<file path="src/rtl/buz_pkg.sv">
package buz_pkg;

    typedef enum logic [1:0] {
        SND_CONT  = 2'd0,
        SND_SHOT  = 2'd1,
        SND_PULSE = 2'd2,
        SND_GROUP = 2'd3
    } snd_mode_e;

    typedef enum logic [2:0] {
        ST_IDLE  = 3'd0,
        ST_CONT  = 3'd1,
        ST_SHOT  = 3'd2,
        ST_PULSE = 3'd3,
        ST_GROUP = 3'd4
    } gate_state_e;

    function automatic gate_state_e state_for_mode(input snd_mode_e m);
        gate_state_e s;
        unique case (m)
            SND_CONT:  s = ST_CONT;
            SND_SHOT:  s = ST_SHOT;
            SND_PULSE: s = ST_PULSE;
            default:   s = ST_GROUP;
        endcase
        return s;
    endfunction

endpackage

</file>
<file path="src/rtl/buz_slot_timer.sv">
module buz_slot_timer #(
    parameter int SLOT_TICKS = 2048,
    parameter int SLOT_IDX_W = 4
) (
    input  logic                  clk,
    input  logic                  rst_n,
    input  logic                  tick_i,
    input  logic                  clr_i,
    output logic [SLOT_IDX_W-1:0] slot_idx_o
);
    localparam int CNT_W = (SLOT_TICKS > 1) ? $clog2(SLOT_TICKS) : 1;
    localparam logic [CNT_W-1:0] CNT_LAST = CNT_W'(SLOT_TICKS - 1);

    logic [CNT_W-1:0] cnt_q;

    always_ff @(posedge clk or negedge rst_n) begin
        if (!rst_n) begin
            cnt_q      <= '0;
            slot_idx_o <= '0;
        end else if (clr_i) begin
            cnt_q      <= '0;
            slot_idx_o <= '0;
        end else if (tick_i) begin
            if (cnt_q == CNT_LAST) begin
                cnt_q      <= '0;
                slot_idx_o <= slot_idx_o + 1'b1;
            end else begin
                cnt_q <= cnt_q + 1'b1;
            end
        end
    end

    AST_SLOT_HOLDS_WITHOUT_TICK: assert property (@(posedge clk) disable iff (!rst_n)
        (!clr_i && !tick_i) |=> $stable(slot_idx_o));

endmodule

</file>
<file path="src/rtl/buz_gate_fsm.sv">
module buz_gate_fsm
    import buz_pkg::*;
#(
    parameter int SLOT_IDX_W  = 4,
    parameter int BURST_SLOTS = 2
) (
    input  logic                  clk,
    input  logic                  rst_n,
    input  logic                  wr_i,
    input  logic                  start_i,
    input  snd_mode_e             mode_i,
    input  logic [SLOT_IDX_W-1:0] slot_idx_i,
    output logic                  gate_o,
    output logic                  busy_o
);
    localparam logic [SLOT_IDX_W-1:0] BURST_END = SLOT_IDX_W'(BURST_SLOTS);

    gate_state_e state_q, state_d;
    logic        even_slot, first_half;

    assign even_slot  = ~slot_idx_i[0];
    assign first_half = ~slot_idx_i[SLOT_IDX_W-1];

    always_comb begin
        state_d = state_q;
        if (wr_i) begin
            state_d = start_i ? state_for_mode(mode_i) : ST_IDLE;
        end else if (state_q == ST_SHOT && slot_idx_i == BURST_END) begin
            state_d = ST_IDLE;
        end
    end

    always_ff @(posedge clk or negedge rst_n) begin
        if (!rst_n) state_q <= ST_IDLE;
        else        state_q <= state_d;
    end

    always_ff @(posedge clk or negedge rst_n) begin
        if (!rst_n) begin
            gate_o <= 1'b0;
        end else begin
            unique case (state_q)
                ST_IDLE:  gate_o <= 1'b0;
                ST_CONT:  gate_o <= 1'b1;
                ST_SHOT:  gate_o <= 1'b1;
                ST_PULSE: gate_o <= even_slot;
                ST_GROUP: gate_o <= even_slot & first_half;
                default:  gate_o <= 1'b0;
            endcase
        end
    end

    assign busy_o = (state_q == ST_SHOT);

    AST_BURST_WITHIN_WINDOW: assert property (@(posedge clk) disable iff (!rst_n)
        busy_o |-> (slot_idx_i <= BURST_END));

endmodule

</file>
<file path="src/rtl/buz_tone_div.sv">
module buz_tone_div #(
    parameter int CODE_W = 4
) (
    input  logic              clk,
    input  logic              rst_n,
    input  logic              tick_i,
    input  logic              gate_i,
    input  logic [CODE_W-1:0] code_i,
    output logic              tone_o
);
    localparam int HALF_BASE = (1 << CODE_W) + 2;
    localparam int HCNT_W    = $clog2(HALF_BASE);

    logic [CODE_W-1:0] cur_q;
    logic [HCNT_W-1:0] hcnt_q;
    logic [HCNT_W-1:0] last_cnt;
    logic              idle;

    assign last_cnt = HCNT_W'(HALF_BASE - 1) - HCNT_W'(cur_q);
    assign idle     = !gate_i || (cur_q == '0);

    always_ff @(posedge clk or negedge rst_n) begin
        if (!rst_n) begin
            cur_q  <= '0;
            hcnt_q <= '0;
            tone_o <= 1'b0;
        end else if (idle) begin
            cur_q  <= code_i;
            hcnt_q <= '0;
            tone_o <= 1'b0;
        end else if (tick_i) begin
            if (hcnt_q == last_cnt) begin
                hcnt_q <= '0;
                cur_q  <= code_i;
                tone_o <= (code_i != '0) ? ~tone_o : 1'b0;
            end else begin
                hcnt_q <= hcnt_q + 1'b1;
            end
        end
    end

    AST_SILENT_WHEN_CLOSED: assert property (@(posedge clk) disable iff (!rst_n)
        !gate_i |=> !tone_o);

    AST_CODE_HELD_MID_PERIOD: assert property (@(posedge clk) disable iff (!rst_n)
        (gate_i && cur_q != '0 && !tick_i) |=> ($stable(cur_q) && $stable(tone_o)));

endmodule

</file>
<file path="src/rtl/buzzer_tone_gen.sv">
module buzzer_tone_gen
    import buz_pkg::*;
#(
    parameter int SLOT_TICKS  = 2048,
    parameter int SLOT_IDX_W  = 4,
    parameter int BURST_SLOTS = 2,
    parameter int CODE_W      = 4
) (
    input  logic              clk,
    input  logic              rst_n,
    input  logic              tick,
    input  logic              wr_en,
    input  logic [CODE_W-1:0] wr_freq,
    input  logic [1:0]        wr_mode,
    input  logic              wr_start,
    output logic              tone_o,
    output logic              tone_n_o,
    output logic              busy_o
);
    logic [CODE_W-1:0]     freq_q;
    logic [SLOT_IDX_W-1:0] slot_idx;
    logic                  gate_w;
    logic                  tone_w;

    always_ff @(posedge clk or negedge rst_n) begin
        if (!rst_n)     freq_q <= '0;
        else if (wr_en) freq_q <= wr_freq;
    end

    buz_slot_timer #(.SLOT_TICKS(SLOT_TICKS), .SLOT_IDX_W(SLOT_IDX_W)) timer_i (
        .clk        (clk),
        .rst_n      (rst_n),
        .tick_i     (tick),
        .clr_i      (wr_en),
        .slot_idx_o (slot_idx)
    );

    buz_gate_fsm #(.SLOT_IDX_W(SLOT_IDX_W), .BURST_SLOTS(BURST_SLOTS)) fsm_i (
        .clk        (clk),
        .rst_n      (rst_n),
        .wr_i       (wr_en),
        .start_i    (wr_start),
        .mode_i     (snd_mode_e'(wr_mode)),
        .slot_idx_i (slot_idx),
        .gate_o     (gate_w),
        .busy_o     (busy_o)
    );

    buz_tone_div #(.CODE_W(CODE_W)) div_i (
        .clk    (clk),
        .rst_n  (rst_n),
        .tick_i (tick),
        .gate_i (gate_w),
        .code_i (freq_q),
        .tone_o (tone_w)
    );

    assign tone_o   = tone_w;
    assign tone_n_o = ~tone_w;

    AST_TONE_RISES_ONLY_OPEN: assert property (@(posedge clk) disable iff (!rst_n)
        $rose(tone_o) |-> $past(gate_w));

endmodule

</file>
<file path="config.mk">
export PLATFORM = sky130hd
export DESIGN_NAME = buzzer_tone_gen
export DESIGN_NICKNAME = d
export VERILOG_FILES = /design/src/rtl/buz_pkg.sv /design/src/rtl/buz_slot_timer.sv /design/src/rtl/buz_gate_fsm.sv /design/src/rtl/buz_tone_div.sv /design/src/rtl/buzzer_tone_gen.sv
export SDC_FILE = /design/constraint.sdc
export NUM_CORES = 1
export LEC_CHECK = 0
export ABC_CLOCK_PERIOD_IN_PS = 2450
export BUFFER_PORTS_ARGS = -buffer_cell sky130_fd_sc_hd__buf_4
export CORE_UTILIZATION = 57
export DETAILED_ROUTE_END_ITERATION = 8
export GPL_TIMING_DRIVEN = 1
export PLACE_DENSITY = 0.76
export REMOVE_ABC_BUFFERS = 1
export SYNTH_ARGS = -nofsm -noshare
export SYNTH_HDL_FRONTEND = slang
export SYNTH_SLANG_ARGS = --single-unit
</file>
<file path="constraint.sdc">
create_clock -name clk -period 2.45 [get_ports clk]
set_input_delay 0.245 -clock clk [delete_from_list [all_inputs] [get_ports clk]]
set_output_delay 0.245 -clock clk [all_outputs]
set_load 0.05 [all_outputs]
</file>
# After elaboration in Yosys (flattened, before gate mapping)
# Index checks and enable logic that the tools add are counted.
# word_totals
inputBits,11
mem_bits_rw,0
wordCells,60
rom_bits,0
latch_bits,0
ff_bits,33
n_memories,0
out_inout_bits,3
# op_classes
n_lt_le_gt_ge,0
n_shift,0
muxes,21
div,0
bitwise,4
multipliers,0
n_addsub,4
n_reduce_logical,14
eq_ne,9
# op_table
cell,count
11-bit two-way mux,3
4-bit two-way mux,6
5-bit two-way mux,3
11-bit by 1-bit adder with 11-bit output (second input constant),1
11-bit equality test (second input constant),1
2-bit nonzero test,5
3-bit two-way mux,3
3-bit case mux with 3 select lines,1
3-bit by 2-bit equality test with 1-bit output (second input constant),2
5-bit by 1-bit adder with 5-bit output (second input constant),1
5-bit equality test,1
5-bit by 4-bit subtractor with 5-bit output (first input constant),1
4-bit by 1-bit adder with 4-bit output (second input constant),1
4-bit by 2-bit equality test with 1-bit output (second input constant),1
4-bit logical NOT,1
1-bit two-way mux,4
2-bit AND reduction,2
4-bit nonzero test,1
3-bit by 1-bit equality test with 1-bit output (second input constant),1
3-bit equality test (second input constant),1
1-bit NOT,3
1-bit case mux with 3 select lines,1
2-bit by 1-bit equality test with 1-bit output (second input constant),1
2-bit equality test (second input constant),1
other kinds (6),6

# Logic depth before layout (Yosys ltp)
# Gate-level depths: netlist of the first run.
# depth
depth_word,5
depth_mapped,7
mapped_depth_nobuf,6

# Modules after synthesis
# From an unflattened synthesis of the first run, not the netlist that was laid out.
# hier_totals
cells_unflattened,196
area_unflattened_um2,1963.1
# by_module_without_submodules
mod,cells_each,area_each_um2,seq_area_each_um2,instances
buz_tone_div,87,790.8,250.2,1
buz_slot_timer,75,775.7,375.4,1
buz_gate_fsm,25,247.7,100.1,1
buzzer_tone_gen,9,148.9,100.1,1

# Worst setup path before layout of the first run
# Ideal clock, no wire load.
# synth_path
path_type,flip-flop to flip-flop
start,register div_i.cur_q[1]
end,register div_i.tone_o
setup_ns,0.125
setup_slack_ns,0.522
path_stages_with_launch,8
arrival_time_ns,1.803
synth_period_minus_slack_ns,1.928
n_path_buf,1
required_time_ns,2.325
cell_sequence,dfrtp_1 > buf_6 > inv_1 > ha_1 > xor2_2 > and3_1 > o311ai_2 > mux2_4
# synth_via
elab_chain_cells,4
elab_cells_between_ends,8
cone_classes,1 x add/sub; 1 x eq/ne; 1 x mux; 5 x reduce/logical
# synth_lines
element,line_no,source
start: declaration,buz_tone_div.sv:14,logic [CODE_W-1:0] cur_q;
start signal: assignment,buz_tone_div.sv:28,cur_q <= code_i;
start signal: assignment,buz_tone_div.sv:34,cur_q <= code_i;
5-bit by 4-bit subtractor with 5-bit output / 4-bit logical NOT (equally long branches),"buz_tone_div.sv:19, buz_tone_div.sv:20",
5-bit equality test / 1-bit logical OR (equally long branches),"buz_tone_div.sv:32, buz_tone_div.sv:20",
2-bit nonzero test (no source line),--,
2-bit AND reduction (no source line),--,
end signal: assignment,buz_tone_div.sv:35,tone_o <= (code_i != '0) ? ~tone_o : 1'b0;
end: declaration,buz_tone_div.sv:9,output logic tone_o
# Several ways; a longest one is shown, not always the timed one.
# A chain may end at the register's enable or synchronous reset.

# Final worst setup path of the first run
# Ends and elaborated chain as after synthesis.

==> results of run 1 <==
==> kinds of logic (layout without fill, tap and decap cells) <==
group	count (synthesis)	in the layout	synth area share, %
mux	7	7	4.00
fa+ha+maj	8	8	4.92
flops	33	33	40.6
buf+inv	18	33	4.24
xor+xnor	17	17	7.69
compound gates	33	33	13.5
simple gates	84	84	25.1
==> sequential cells by signal, summed over array words and instances (netlist names) <==
register	cells
div_i.cur_q	4
fsm_i.state_q	3
div_i.tone_o	1
freq_q	4
timer_i.cnt_q	11
fsm_i.gate_o	1
timer_i.slot_idx_o	4
div_i.hcnt_q	5
==> routing by layer <==
layer  vias up  routed length (um)  GRT usage (%)
met5         -                   0              0
met4         0                  64           10.5
met3         7                 129           4.97
met2        35                2120           45.6
met1       776                1850           32.1
li1        766                   -              -
==> stage by stage <==
step	std cells	total power, uW	util (%)	instance area (um2)
6_report	261	1800	66.7	2260
5_1_grt	261	1900	66.7	2260
2_1_floorplan	192	1140	-	1990
3_3_place_gp	252	1270	63.4	2150
4_1_cts	261	1810	66.7	2260
3_5_place_dp	252	1290	63.4	2150
==> cells in the mapped netlist, drive strengths merged, types with 2 or more instances <==
library cell and count:
dfrtp 33, nand3 13, nand2 12, inv 10
nor3 10, xor2 10, nor2 9, ha 8
xnor2 7, a21oi 6, and2 6, mux2 6
nor3b 6, buf 5, nor4 5, o311ai 5
or3 5, o21ai 4, and3 3, clkbuf 3
nand2b 3, nand4 3, o2111ai 3, o211ai 3
o22ai 3, a221oi 2, and4 2, o311a 2
o31ai 2, or3b 2, or4 2
==> power by group through the flow <==
stage / registers (uW) / logic [uW] / clock network [uW]
5_1_grt: 730 / 632 / 542
2_1_floorplan: 709 / 429 / 0
6_report: 717 / 573 / 511
4_1_cts: 716 / 571 / 523
3_3_place_gp: 719 / 551 / 0
3_5_place_dp: 727 / 566 / 0
==> layout make-up <==
| class | count | area, um2 |
|---|---|---|
| fillers | 279 | 1130 |
| multi-input cells | 149 | 1120 |
| flip-flops and latches | 33 | 826 |
| repair buffers | 15 | 115 |
| clock inverters | 3 | 65.1 |
| well taps | 46 | 57.6 |
| clock buffers | 5 | 37.5 |
| inverters | 10 | 37.5 |
==> worst min-delay path by stage <==
| stage | to | slack [ns] | cells after the start |
|---|---|---|---|
| global placement | freq_q[3] | 0.21 | 1 |
| floorplan | div_i.cur_q[0] | -0.05 | 0 |
| CTS | freq_q[3] | 0.12 | 2 |
| detailed placement | freq_q[1] | 0.22 | 1 |
| finish | freq_q[3] | 0.13 | 2 |
| global route | freq_q[3] | 0.12 | 2 |
==> results by group, run 1 <==
Clock network
  • CTS tree: done
  • CTS root buf: clkbuf_4
  • CTS Buf Count: 5
  • CTS Buffer Depth: 2
  • H-tree depth: 2
  • CTS Hold Bufs: 1
  • Sink Count: 33
  • Clk pin slew, worst setup/hold paths: roughly 0.11 ns
  • Post-CTS setup buffers: 0
  • CTS resizes: 0
  • Clock insertion delay at the later pin of the skew report: roughly 0.34 ns

Routing
  • Vias per inst: roughly 6.1
  • DR WL/cell: about 16 um
  • Vias: approximately 1600
  • Drt pass-1 iters: 5
  • DRC Markers: 0
  • Antenna-violating nets left: 0
  • 1st-iter DRT viols: 80
  • Total Routed Length: roughly 4.2 mm

Global routing
  • Initial antenna violation count: 0
  • Vias in the first global route: between 1500 and 2000
  • Total GRT Usage: between 20% and 30%
  • Largest net degree at the start of global routing: 34
  • First-pass GRT wire length: roughly 7.1 mm
  • GR Overflow Total: 0

STA
  • Minimum clock period after layout: roughly 2.2 ns
  • Hold Vio Cnt, Final: 0
  • Slew HR: a little over two thirds
  • Fmax achieved: 463 MHz
  • Final Cycle Share: between 80% and 90%
  • Clk_skew: about 0.011 ns
  • RSZ-0062 raised after global routing: false
  • Setup TNS: 0 ns
  • Hold WS: about 0.13 ns
  • Final worst setup slack: 0.291 ns
  • Final Max Slew Viols: 0
  • Final setup viols: 0
  • Worst-Margin Slew: around 0.45 ns

Power and ir drop
  • PwrDens: ~800 nW/um2
  • Comb power frac: roughly a third
  • Pleak: 0.000938 uW
  • Sw frac: 34.9%
  • Psw: approximately 630 uW
  • Internal: about 1200 uW
  • Clock Power Share: ~28%
  • VDD IR max: about 460 uV
  • Sequential power share: 39.8%

Logic synthesis
  • Post-synthesis cell type count: 49
  • Synth area leaders: dfrtp_1, ha_1, xor2_1
  • Yosys warning total: 0
  • Synth Register Bits: 33
  • Synth area leader: dfrtp_1
  • Post-synth ARST share: 100%
  • Post-Syn Area: between 2000 and 2500 um2
  • Cells after Synth: 200
  • Sequential fraction of the synthesis area: 40.6%
  • Mean Syn Cell Area: just over 10 um2
  • Post-synth top area share: ~40%
  • EDFF count, synth: 0
  • Post-synth top flop: dfrtp_1

Hold path
  • Hold Path Class: input pin to register
  • Hold_sp: wr_freq[3]

Die
  • Area of the core: 3390 um2
  • Initial core utilization: around 60%
  • Chip Width: 61.7 um
  • # IOs: 14
  • Die outline height: around 62 um
  • Row count: 21
  • Die area: 3810 um2

Setup path
  • Worst EP arrival: between 2 and 2.5 ns
  • Worst setup EP type: register
  • Critical path buffer and inverter count: 1
  • Critical path peak fanout: 6
  • CP Launch Type: register
  • Critical path data required time: 2.69 ns
  • Crit-path cells: inv_1, ha_1, xor2_2, and3_1, o311ai_2, mux2_4
  • CP startpoint: div_i.cur_q[1]
  • Critical R2R Capture: div_i.tone_o
  • Cell count of the worst reg-to-reg path: 6
  • Critical path type: register to register
  • Capture point of the critical path: div_i.tone_o
  • Largest stage delay, worst path: between 0.5 and 0.6 ns
  • Delay-heaviest family, CP: flip-flops
  • RR Startpoint: div_i.cur_q[1]
  • R2r setup slk: a little under 0.3 ns
  • Crit path depth: 6
  • Worst path slowest cell: dfrtp_1

Run
  • Max Cap Violations: 0

Run status
  • Status: complete, no violations

Cells and area
  • Ant. Diodes: 0
  • Nets@finish: ~230
  • Most frequent cells in the layout: dfrtp_1, buf_4, nand2_1
  • Share of cells above drive strength 1: about a fifth
  • P&R area growth vs syn: 11.1%
  • Most common cell after layout, fill and taps aside: dfrtp_1

Placed design
  • Detail Placement HPWL: between 2 and 3 mm
  • Dpl ws: 0.310 ns
  • # port buffers: 13
  • Gpl congestion: approximately 0.86
(Power assumes the default switching activity.)
==> run 2: changes to the inputs <==
--- a/config.mk
+++ b/config.mk
@@ -11,6 +11,7 @@
 export DETAILED_ROUTE_END_ITERATION = 8
 export GPL_TIMING_DRIVEN = 1
 export PLACE_DENSITY = 0.76
+export RECOVER_POWER = 50
 export REMOVE_ABC_BUFFERS = 1
 export SYNTH_ARGS = -nofsm -noshare
 export SYNTH_HDL_FRONTEND = slang
==> results by group, run 2 (synthesis gave the netlist of run 1 again) <==
Clock network
  • Clock insertion delay at the later pin of the skew report: 0.34 ns (about the same)
  • CTS tree: done
  • Sink Count: 33 (unchanged)
  • CTS Buf Count: 5 (unchanged)
  • Post-CTS setup buffers: 0 (unchanged)
  • CTS resizes: 0 (unchanged)
  • H-tree depth: 2 (unchanged)
  • CTS Buffer Depth: 2 (unchanged)
  • Clk pin slew, worst setup/hold paths: 0.11 ns (about the same)
  • CTS root buf: clkbuf_4

STA
  • RSZ-0062 raised after global routing: false
  • Hold Vio Cnt, Final: 0 (unchanged)
  • Worst-Margin Slew: 1.74 ns (+1.30 ns)
  • Final Cycle Share: 88.1% (unchanged)
  • Final Max Slew Viols: 34 (+34)
  • Minimum clock period after layout: 2.16 ns (unchanged)
  • Final setup viols: 0 (unchanged)
  • Setup TNS: 0 ns (unchanged)
  • Slew HR: -16.2% (-86 points)
  • Fmax achieved: 463 MHz (unchanged)
  • Clk_skew: 0.0111 ns (unchanged)

Die
  • # IOs: 14 (unchanged)
  • Area of the core: 3390 um2 (unchanged)
  • Chip Width: 61.7 um (unchanged)
  • Die area: 3810 um2 (unchanged)
  • Die outline height: 61.7 um (unchanged)
  • Row count: 21 (unchanged)
  • Initial core utilization: 60.0% (unchanged)

Hold path
  • Hold Path Class: input pin to register

Routing
  • Antenna-violating nets left: 0 (unchanged)
  • Vias: 1584 (unchanged)
  • DRC Markers: 0 (unchanged)
  • 1st-iter DRT viols: 80 (unchanged)
  • DR WL/cell: 16.0 um (about the same)
  • Drt pass-1 iters: 5 (unchanged)
  • Total Routed Length: 4.16 mm (about the same)
  • Vias per inst: 6.07 (unchanged)

Cells and area
  • Nets@finish: 233 (unchanged)
  • Final Non-Filler Cells: 261 (unchanged)
  • Ant. Diodes: 0 (unchanged)
  • Most common cell after layout, fill and taps aside: dfrtp_1
  • Largest register FFs: 11 (unchanged)
  • Share of cells above drive strength 1: 19.5% (-0.47 points)
  • Most frequent cells in the layout: dfrtp_1, buf_4, nand2_1
  • P&R area growth vs syn: 10.9%
  • Fill count: 279 (unchanged)
  • Top Registers: timer_i.cnt_q (11), div_i.hcnt_q (5)
  • Top reg by flops: timer_i.cnt_q

Run
  • Max Cap Violations: 1 (+1)

Setup path
  • Critical path peak fanout: 6 (unchanged)
  • Critical path type: register to register
  • CP Launch Type: register
  • Worst setup EP type: register
  • Worst EP arrival: 2.40 ns (about the same)
  • Critical path data required time: 2.69 ns (about the same)

Power and ir drop
  • Pleak: 0.000935 uW (-0.39%)
  • PwrDens: 797 nW/um2 (+0.12%)
  • VDD IR max: 455 uV (about the same)

Global routing
  • GR Overflow Total: 0 (unchanged)
  • Vias in the first global route: 1597 (unchanged)
  • Initial antenna violation count: 0 (unchanged)
  • Total GRT Usage: 26.2% (unchanged)
  • Largest net degree at the start of global routing: 34 (unchanged)
  • First-pass GRT wire length: 7.12 mm (unchanged)

Run status
  • Status: finished, violations left
  • Failing checks: capacitance limit, slew limit

Placed design
  • # port buffers: 13 (unchanged)
  • Detail Placement HPWL: 2.91 mm (unchanged)
  • Inst Count DP: 252 (unchanged)
  • Gpl congestion: 0.857 (unchanged)
[run 2: layer usage]
metal,global-route usage (%),up-vias,wire (um)
li1,-,766,-
met1,32.1,776,1850
met2,45.6,35,2120
met3,4.97,7,129
met4,10.5,0,64
met5,0,-,0
[run 2: path summary, 6_finish.rpt]
kind,start,to,slack (ns),cells after the start
min in group asynchronous,rst_n,timer_i.cnt_q[1],0.89,2
setup / recovery,div_i.cur_q[1],div_i.tone_o,0.29,6
hold reg to reg,fsm_i.state_q[2],fsm_i.gate_o,0.51,1
max in group asynchronous,rst_n,fsm_i.state_q[1],0.55,2
setup reg to reg,div_i.cur_q[1],div_i.tone_o,0.29,6
hold / removal,wr_freq[3],freq_q[3],0.13,2
[run 2: area by class of cell]
| type | count | area, um2 | area share (%) |
|---|---|---|---|
| clock buffer | 5 | 37.5 | 1.66 |
| clock inverter | 3 | 65.1 | 2.88 |
| inverter | 10 | 37.5 | 1.66 |
| multi-input combinational | 149 | 1120 | 49.7 |
| sequential | 33 | 826 | 36.6 |
| tap | 46 | 57.6 | 2.55 |
| timing repair buffer | 15 | 111 | 4.93 |
[run 2: metrics by stage]
stage	area, um2	setup slack (ns)	hold WS (ns)	utilization, %	power [uW]
2_1_floorplan	1990	0.473	-0.0506	-	1140
3_3_place_gp	2150	0.386	0.206	63.4	1270
3_5_place_dp	2150	0.310	0.216	63.4	1290
4_1_cts	2260	0.305	0.115	66.7	1810
5_1_grt	2260	0.114	0.115	66.6	1900
6_report	2260	0.291	0.128	66.6	1800
[run 2: worst max-delay path, stage by stage, from the launching register on]
cell	delay, ns
dfrtp_1	0.51
inv_1	0.11
ha_1	0.24
xor2_2	0.22
and3_1	0.27
o311ai_2	0.38
mux2_4	0.33
[run 2: power by group]
part / internal, uW / switching, uW / total [uW]
logic: 248 / 324 / 572
registers: 608 / 109 / 717
clock network: 316 / 195 / 511
total: 1170 / 628 / 1800
[run 2: what timing repair did]
| item | CTS | global route |
|---|---|---|
| setup endpoints to repair | 0 | 0 |
| hold endpoints to repair | 33 | 0 |
| hold buffers | 1 | 0 |
